### src/rtl/link_stat_pkg.sv
package link_stat_pkg;
  localparam int NUM_SRC = 7;
  localparam int NUM_ALM = 8;
  localparam int NUM_CTR = 3;

  // alarm_in bit positions
  localparam int SRC_LOP = 0;
  localparam int SRC_OOF = 1;
  localparam int SRC_LOC = 2;
  localparam int SRC_LOS = 3;
  localparam int SRC_RPA = 4;
  localparam int SRC_RLE = 5;
  localparam int SRC_RAI = 6;

  // alarm_rd bit positions (fixed reporting order, receive alarm first)
  localparam int ALM_LOP = 0;
  localparam int ALM_LOF = 1;
  localparam int ALM_OOF = 2;
  localparam int ALM_LOC = 3;
  localparam int ALM_LOS = 4;
  localparam int ALM_RPA = 5;
  localparam int ALM_RLE = 6;
  localparam int ALM_RAI = 7;

  // counter slots
  localparam int CTR_FCS  = 0;
  localparam int CTR_GOOD = 1;
  localparam int CTR_RXF  = 2;
endpackage

### src/rtl/lsl_persist.sv
module lsl_persist #(
  parameter int LIMIT = 12,
  localparam int TW = $clog2(LIMIT + 1)
) (
  input  logic          clk,
  input  logic          rst,
  input  logic          level,
  output logic          expired,
  output logic [TW-1:0] run
);
  localparam logic [TW-1:0] LIM = TW'(LIMIT);

  always_ff @(posedge clk) begin
    if (rst || !level) run <= '0;
    else if (run != LIM) run <= run + 1'b1;
  end

  // level seen now plus LIMIT earlier cycles: strictly longer than LIMIT
  assign expired = level && (run == LIM);
endmodule

### src/rtl/lsl_sticky.sv
module lsl_sticky #(
  parameter int N = 8
) (
  input  logic         clk,
  input  logic         rst,
  input  logic         clr,
  input  logic [N-1:0] set,
  output logic [N-1:0] live,
  output logic [N-1:0] held
);
  always_ff @(posedge clk) begin
    if (rst) begin
      live <= '0;
      held <= '0;
    end else if (clr) begin
      held <= live;
      live <= set;
    end else begin
      live <= live | set;
    end
  end
endmodule

### src/rtl/lsl_sat_ctr.sv
module lsl_sat_ctr #(
  parameter int W = 16
) (
  input  logic         clk,
  input  logic         rst,
  input  logic         clr,
  input  logic         inc,
  output logic [W-1:0] live,
  output logic [W-1:0] held
);
  localparam logic [W-1:0] TOP = {W{1'b1}};
  logic [W-1:0] base;

  assign base = clr ? '0 : live;

  always_ff @(posedge clk) begin
    if (rst) begin
      live <= '0;
      held <= '0;
    end else begin
      if (clr) held <= live;
      live <= (inc && base != TOP) ? base + 1'b1 : base;
    end
  end
endmodule

### src/rtl/link_stat_latch.sv
module link_stat_latch
  import link_stat_pkg::*;
#(
  parameter int CLK_HZ = 100_000_000,
  parameter int LOF_MS = 3,
  parameter int CNT_W  = 16,
  localparam int LOF_CYC = (CLK_HZ / 1000) * LOF_MS,
  localparam int TW      = $clog2(LOF_CYC + 1)
) (
  input  logic             clk,
  input  logic             rst,
  input  logic [6:0]       alarm_in,
  input  logic             fcs_err_stb,
  input  logic             good_pkt_stb,
  input  logic             rxf_err_stb,
  input  logic             rd_stb,
  output logic [7:0]       alarm_rd,
  output logic [CNT_W-1:0] fcs_err_rd,
  output logic [CNT_W-1:0] good_pkt_rd,
  output logic [CNT_W-1:0] rxf_err_rd
);
  logic                             lof_hit;
  logic [TW-1:0]                    lof_run;
  logic [NUM_ALM-1:0]               alm_set;
  logic [NUM_ALM-1:0]               alm_live;
  logic [NUM_CTR-1:0]               evt;
  logic [NUM_CTR-1:0][CNT_W-1:0]    cnt_live;
  logic [NUM_CTR-1:0][CNT_W-1:0]    cnt_held;

  lsl_persist #(.LIMIT(LOF_CYC)) u_lof (
    .clk     (clk),
    .rst     (rst),
    .level   (alarm_in[SRC_OOF]),
    .expired (lof_hit),
    .run     (lof_run)
  );

  always_comb begin
    alm_set          = '0;
    alm_set[ALM_RAI] = alarm_in[SRC_RAI] & (alarm_in[SRC_RLE] | alarm_in[SRC_RPA]);
    alm_set[ALM_RLE] = alarm_in[SRC_RLE];
    alm_set[ALM_RPA] = alarm_in[SRC_RPA];
    alm_set[ALM_LOS] = alarm_in[SRC_LOS];
    alm_set[ALM_LOC] = alarm_in[SRC_LOC];
    alm_set[ALM_OOF] = alarm_in[SRC_OOF];
    alm_set[ALM_LOF] = lof_hit;
    alm_set[ALM_LOP] = alarm_in[SRC_LOP];
  end

  lsl_sticky #(.N(NUM_ALM)) u_alm (
    .clk  (clk),
    .rst  (rst),
    .clr  (rd_stb),
    .set  (alm_set),
    .live (alm_live),
    .held (alarm_rd)
  );

  assign evt[CTR_FCS]  = fcs_err_stb;
  assign evt[CTR_GOOD] = good_pkt_stb;
  assign evt[CTR_RXF]  = rxf_err_stb;

  for (genvar g = 0; g < NUM_CTR; g++) begin : g_ctr
    lsl_sat_ctr #(.W(CNT_W)) u_ctr (
      .clk  (clk),
      .rst  (rst),
      .clr  (rd_stb),
      .inc  (evt[g]),
      .live (cnt_live[g]),
      .held (cnt_held[g])
    );
  end

  assign fcs_err_rd  = cnt_held[CTR_FCS];
  assign good_pkt_rd = cnt_held[CTR_GOOD];
  assign rxf_err_rd  = cnt_held[CTR_RXF];
endmodule

### config.mk
export PLATFORM = sky130hd
export DESIGN_NAME = link_stat_latch
export DESIGN_NICKNAME = d
export VERILOG_FILES = /design/src/rtl/link_stat_pkg.sv /design/src/rtl/lsl_persist.sv /design/src/rtl/lsl_sticky.sv /design/src/rtl/lsl_sat_ctr.sv /design/src/rtl/link_stat_latch.sv
export SDC_FILE = /design/constraint.sdc
export NUM_CORES = 1
export LEC_CHECK = 0
export BUFFER_PORTS_ARGS = -buffer_cell sky130_fd_sc_hd__buf_2
export CAP_MARGIN = 0
export CORE_UTILIZATION = 35
export DETAILED_ROUTE_END_ITERATION = 10
export PLACE_DENSITY = 0.52
export SETUP_SLACK_MARGIN = 0.4
export SYNTH_ARGS = -nofsm -noshare
export SYNTH_HDL_FRONTEND = slang
export SYNTH_SLANG_ARGS = --single-unit
### constraint.sdc
create_clock -name clk -period 3.29 [get_ports clk]
set_clock_uncertainty 0.1 [all_clocks]
set_input_delay 0.329 -clock clk [delete_from_list [all_inputs] [get_ports clk]]
set_output_delay 0.329 -clock clk [all_outputs]
set_load 0.05 [all_outputs]
Yosys cells after proc, flatten, opt, wreduce, memory -nomap -nowiden
Cells that the tools add are included.

word-level totals
  bits in registers = 131
  word-level logic and storage cells = 34

cells by class
  add/sub/neg operators = 4
  equality and inequality tests = 5
  muxes and demuxes = 7
  bitwise logic cells = 3
  reductions and logical operators = 6

operators by type and width
  operator                                                          number
  16-bit two-way mux                                                6
  16-bit by 1-bit adder with 16-bit output (second input constant)  3
  16-bit != test (second input constant)                            3
  19-bit by 1-bit adder with 19-bit output (second input constant)  1
  19-bit == test (second input constant)                            1
  19-bit != test (second input constant)                            1
  8-bit two-way mux                                                 1
  8-bit bitwise OR                                                  1
  1-bit logical AND                                                 4
  1-bit bitwise AND                                                 1
  1-bit logical NOT                                                 1
  1-bit logical OR                                                  1
  1-bit bitwise OR                                                  1

Longest topological paths before layout
  depth in word-level cells = 4
  mapped depth = 12

By module
Synthesis repeated with hierarchy kept, for this count alone.

second synthesis, totals
  cell total of the unflattened synthesis = 639
  area, all modules = 6,022.0 um^2

modules (own cells, without submodules)
  module           instances  cells each  area each (um^2)  seq. area each (um^2)
  lsl_sat_ctr      3          154         1,491.4           640.6
  lsl_persist      1          117         968.4             380.4
  lsl_sticky       1          59          571.8             320.3
  link_stat_latch  1          1           7.5               0.0

Worst setup path before layout
OpenSTA, ideal clock, no wires.

  path kind = in2reg
  start point = input rd_stb
  end point = register g_ctr[0].u_ctr.live[7]
  setup time = 0.128 ns
  arrival time = 2.268 ns
  data required time = 3.062 ns
  path slack = 0.794 ns
  stages = 12
  path through = buf_6 > buf_6 > clkbuf_1 > buf_2 > nor2b_1 > ha_1 > and2_1 > and3_1 > clkbuf_1 > a211oi_1 > xnor2_1 > nor2_1

between the ends
  word-level cells in the longest chain between the ends = 4
  elaborated cells between the ends (all ways) = 5
  those cells by class = 1 x add/sub; 1 x eq/ne; 2 x mux; 1 x reduce/logical

ends and longest elaborated chain
  item                                                                                              line                   source
  from (decl)                                                                                       link_stat_latch.sv:16  input logic rd_stb,
  16-bit two-way mux *                                                                              lsl_sat_ctr.sv:14      assign base = clr ? '0 : live;
  parallel branches: the longest is 2 deep, another holds 16-bit by 1-bit adder with 16-bit output  --
  16-bit two-way mux *                                                                              lsl_sat_ctr.sv:22      live <= (inc && base != TOP) ? base + 1'b1 : base;
  to (signal assigned)                                                                              lsl_sat_ctr.sv:22
  to (decl)                                                                                         lsl_sat_ctr.sv:8       output logic [W-1:0] live,

Every way passes the cells marked *.
A chain may end at the register's enable or synchronous reset.

Final worst setup path
  start point = register u_lof.run[0]
  end point = register u_lof.run[1]

between the ends
  word-level cells in the longest chain between the ends = 1
  elaborated cells between the ends (all ways) = 2
  those cells by class = 1 x add/sub; 1 x eq/ne

ends and longest elaborated chain
  item                                                                               line               source
  from (decl)                                                                        lsl_persist.sv:9   output logic [TW-1:0] run
  from (signal assigned)                                                             lsl_persist.sv:15  else if (run != LIM) run <= run + 1'b1;
  19-bit by 1-bit adder with 19-bit output / 19-bit != test (equally long branches)  lsl_persist.sv:15

Several ways; a longest one is shown, not always the timed one.

==> results.md <==
- Hold Vio Cnt, Final: 0
- Layout Utilization: approximately 44%
- Required time worst endpoint: 3.48 ns
- Synth Area per Inst: ~9 um2
- Ant. Diodes: 0
- Synthesized cell area: between 0.005 and 0.006 mm2
- Slew @ Worst Pin: 0.854 ns
- Global-route wire length before repair: ~21 mm
- Setup TNS: 0 ns
- Routed Antenna Nets: 0
- Logic pwr share: under 10%
- VDD IR max: approximately 0.0004 V
- Post-Synthesis Cells: 620
- Number of synthesized flops with an enable pin: 0
- CP Buf/Inv Count: 1
- GPL Wtd Cong: 0.805
- Cell count after placement: around 880
- Worst skew pair latency: between 0.4 and 0.5 ns
- Top_reg_cell synth: dfxtp_1
- Fmax: around 450 MHz
- Drt wl/cell: roughly 14 um
- Crit path DAT: around 2.4 ns
- Setup-failing EPs final: 0
- Final Critical Period: around 2.2 ns
- Die area: 0.0168 mm2
- Period utilization: 67.3%
- Initial antenna violation count: 0
- P_leak: just under 3 nW
- CP endpoint kind: flip-flop
- Status: completed
- Post-synth top area share: about 46%
- Mapped Nets: roughly 640
- Synth cell count leaders: dfxtp_1, nor2_1, mux2i_1
- Slew HR: 42.6%
- MaxCap Viol Count: 0
- Clock-pin slew on the worst setup and hold paths: around 0.050 ns
- Fraction of registers with async set/reset: 0%
- Post-CTS setup buffer count: 0
- Largest area contributor in the netlist: dfxtp_1
- Vias in the first global route: about 4300
- CP Cell Sequence: inv_1 > ha_1 > nor4bb_1 > nand2_1 > nor3_1 > mux2i_1 > nor2_1
- GR Overflow Total: 0
- Unrepaired setup endpoints after global routing: no
- Cell variety after synth: 54
- Total GRT Usage: between 15 and 20%
- Synth Register Bits: 131
- CP startpoint kind: flip-flop
- Vert. Die Dim: 130 um
- Port Buffers: approximately 70
- Final cell count without fillers: between 900 and 1000
- Drt pass-1 iters: 4
- CP max-delay cell: nor3_1
- Internal power: 3.11 mW
- Root Buffer: clkbuf_16
- Critical-path maximum fanout: 6
- Row count: 46
- Max Slew Vio Count: 0
- Maximum root-to-sink buffer count: 2
- Share of cells above drive strength 1: between 15 and 20%
- Nets: ~700
- # clock sinks: approximately 130
- Routed vias/inst: about 4.9
- CTS H-Tree Depth: 4
- Hold Crit Class: in2reg
- Die X: 130 um
- Switching power: ~830 uW
- CTS tree: done
- Initial Utilization: 35.9%
- Clock power frac: about 55%
- FILL cells: 1590
- # IOs: slightly below 70
- CTS resizes: 0
- Core area: between 0.015 and 0.02 mm2
- Crit Path Class: reg2reg
- Area Growth Syn to Fin: 21.2%
- Cells taking the most area after synthesis: dfxtp_1, mux2i_1, nor2_1
- Detail Placement HPWL: between 8 and 9 mm
- Post-route DRC: 0
- DR iter-0 viols: about 160
- Critical path's largest stage delay: approximately 0.67 ns
- Most common cell in the netlist: dfxtp_1
- Sw frac: a little over a fifth
- Synth warn: 0
- Cell family with most CP delay: simple AND/OR/NAND/NOR gates
- Sequential power share: just over 40%
- Post-synthesis sequential area ratio: a little under half
- DR vias: approximately 4500
- Power per cell area: between 500 and 600 mW/mm2
- Num CTS Buffers: 17
- WL final: approximately 12 mm
- Hold_ws: between 0.01 and 0.015 ns
- Largest net degree at the start of global routing: 61
-- sequential cells by signal, indices dropped and copies added (netlist names) --
name / count
g_ctr.u_ctr.held: 48
u_alm.live: 8
g_ctr.u_ctr.live: 48
u_lof.run: 19
u_alm.held: 8
-- layer usage --
| layer | track usage (%) | part of all wire (%) | up-vias |
|---|---|---|---|
| li1 | - | - | 2288 |
| met1 | 19.2 | 47 | 2076 |
| met2 | 26.0 | 45 | 112 |
| met3 | 4.43 | 5.2 | 19 |
| met4 | 7.80 | 2.2 | 0 |
| met5 | 0 | 0 | - |
-- power groups by stage --
stage / Clock, mW / Sequential, mW / Combinational [mW]
after floorplan: 0 / 1.67 / 0.0938
after global placement: 0 / 1.65 / 0.151
after detailed placement: 0 / 1.65 / 0.154
after CTS: 2.22 / 1.61 / 0.156
after global routing: 2.28 / 1.62 / 0.167
final: 2.17 / 1.61 / 0.152
-- cell families after synthesis --
| group | Yosys count | share of synthesized area, % |
|---|---|---|
| muxes | 59 | 10.3 |
| AOI/OAI and AO/OA | 64 | 7.58 |
| xor gates and xnor gates | 47 | 7.21 |
| and+or+nand+nor | 275 | 24.8 |
| adders and majority gates | 5 | 1.10 |
| DFF | 131 | 45.9 |
| buffers and inverters | 39 | 3.00 |
-- path summary, 6_finish.rpt --
path,slack (ns),depth (start not counted),from,end
max,1.08,7,u_lof.run[0],u_lof.run[1]
min,0.01,3,alarm_in[3],u_alm.live[4]
max reg2reg,1.08,7,u_lof.run[0],u_lof.run[1]
min reg2reg,0.36,2,u_alm.live[7],u_alm.live[7]
-- timing repair --
| item | in CTS | in global routing |
|---|---|---|
| hold endpoints to repair | 1 | 0 |
| endpoints found under the setup margin | 0 | 0 |
| hold buffers | 1 | 0 |
-- placed cells by master (no fill, tap or decap), types with 11 or more instances in the layout --
cell type	count
nand2_1	36
xor2_1	22
nand3_1	21
buf_2	66
nor2_1	115
clkbuf_16	17
nand4_1	18
xnor2_1	25
a21oi_1	28
dfxtp_1	131
mux2i_1	59
nor3_1	11
nor2b_1	19
-- cell type report --
class | instances | area (um2) | share of cell area [%]
inverter | 8 | 30.0 | 0.434
sequential | 131 | 2620 | 37.9
timing repair buffer | 75 | 400 | 5.79
multi-input combinational | 450 | 2920 | 42.1
clock buffer | 19 | 453 | 6.55
clock inverter | 13 | 228 | 3.29
tap | 216 | 270 | 3.91
-- worst register-to-register path, stage by stage (launching register included) --
cell and delay [ns]:
dfxtp_1 0.34, inv_1 0.11, ha_1 0.17, nor4bb_1 0.30
nand2_1 0.09, nor3_1 0.67, mux2i_1 0.26, nor2_1 0.05
-- per-stage QoR --
stage | area (um2) | power, mW | setup slack [ns]
detailed placement | 6230 | 1.80 | 0.768
CTS | 6920 | 3.99 | 1.08
global placement | 6230 | 1.80 | 0.826
floorplan | 5710 | 1.76 | 0.794
finish | 6920 | 3.94 | 1.08
global route | 6920 | 4.07 | 0.862
Power figures use the tool's default switching activity.
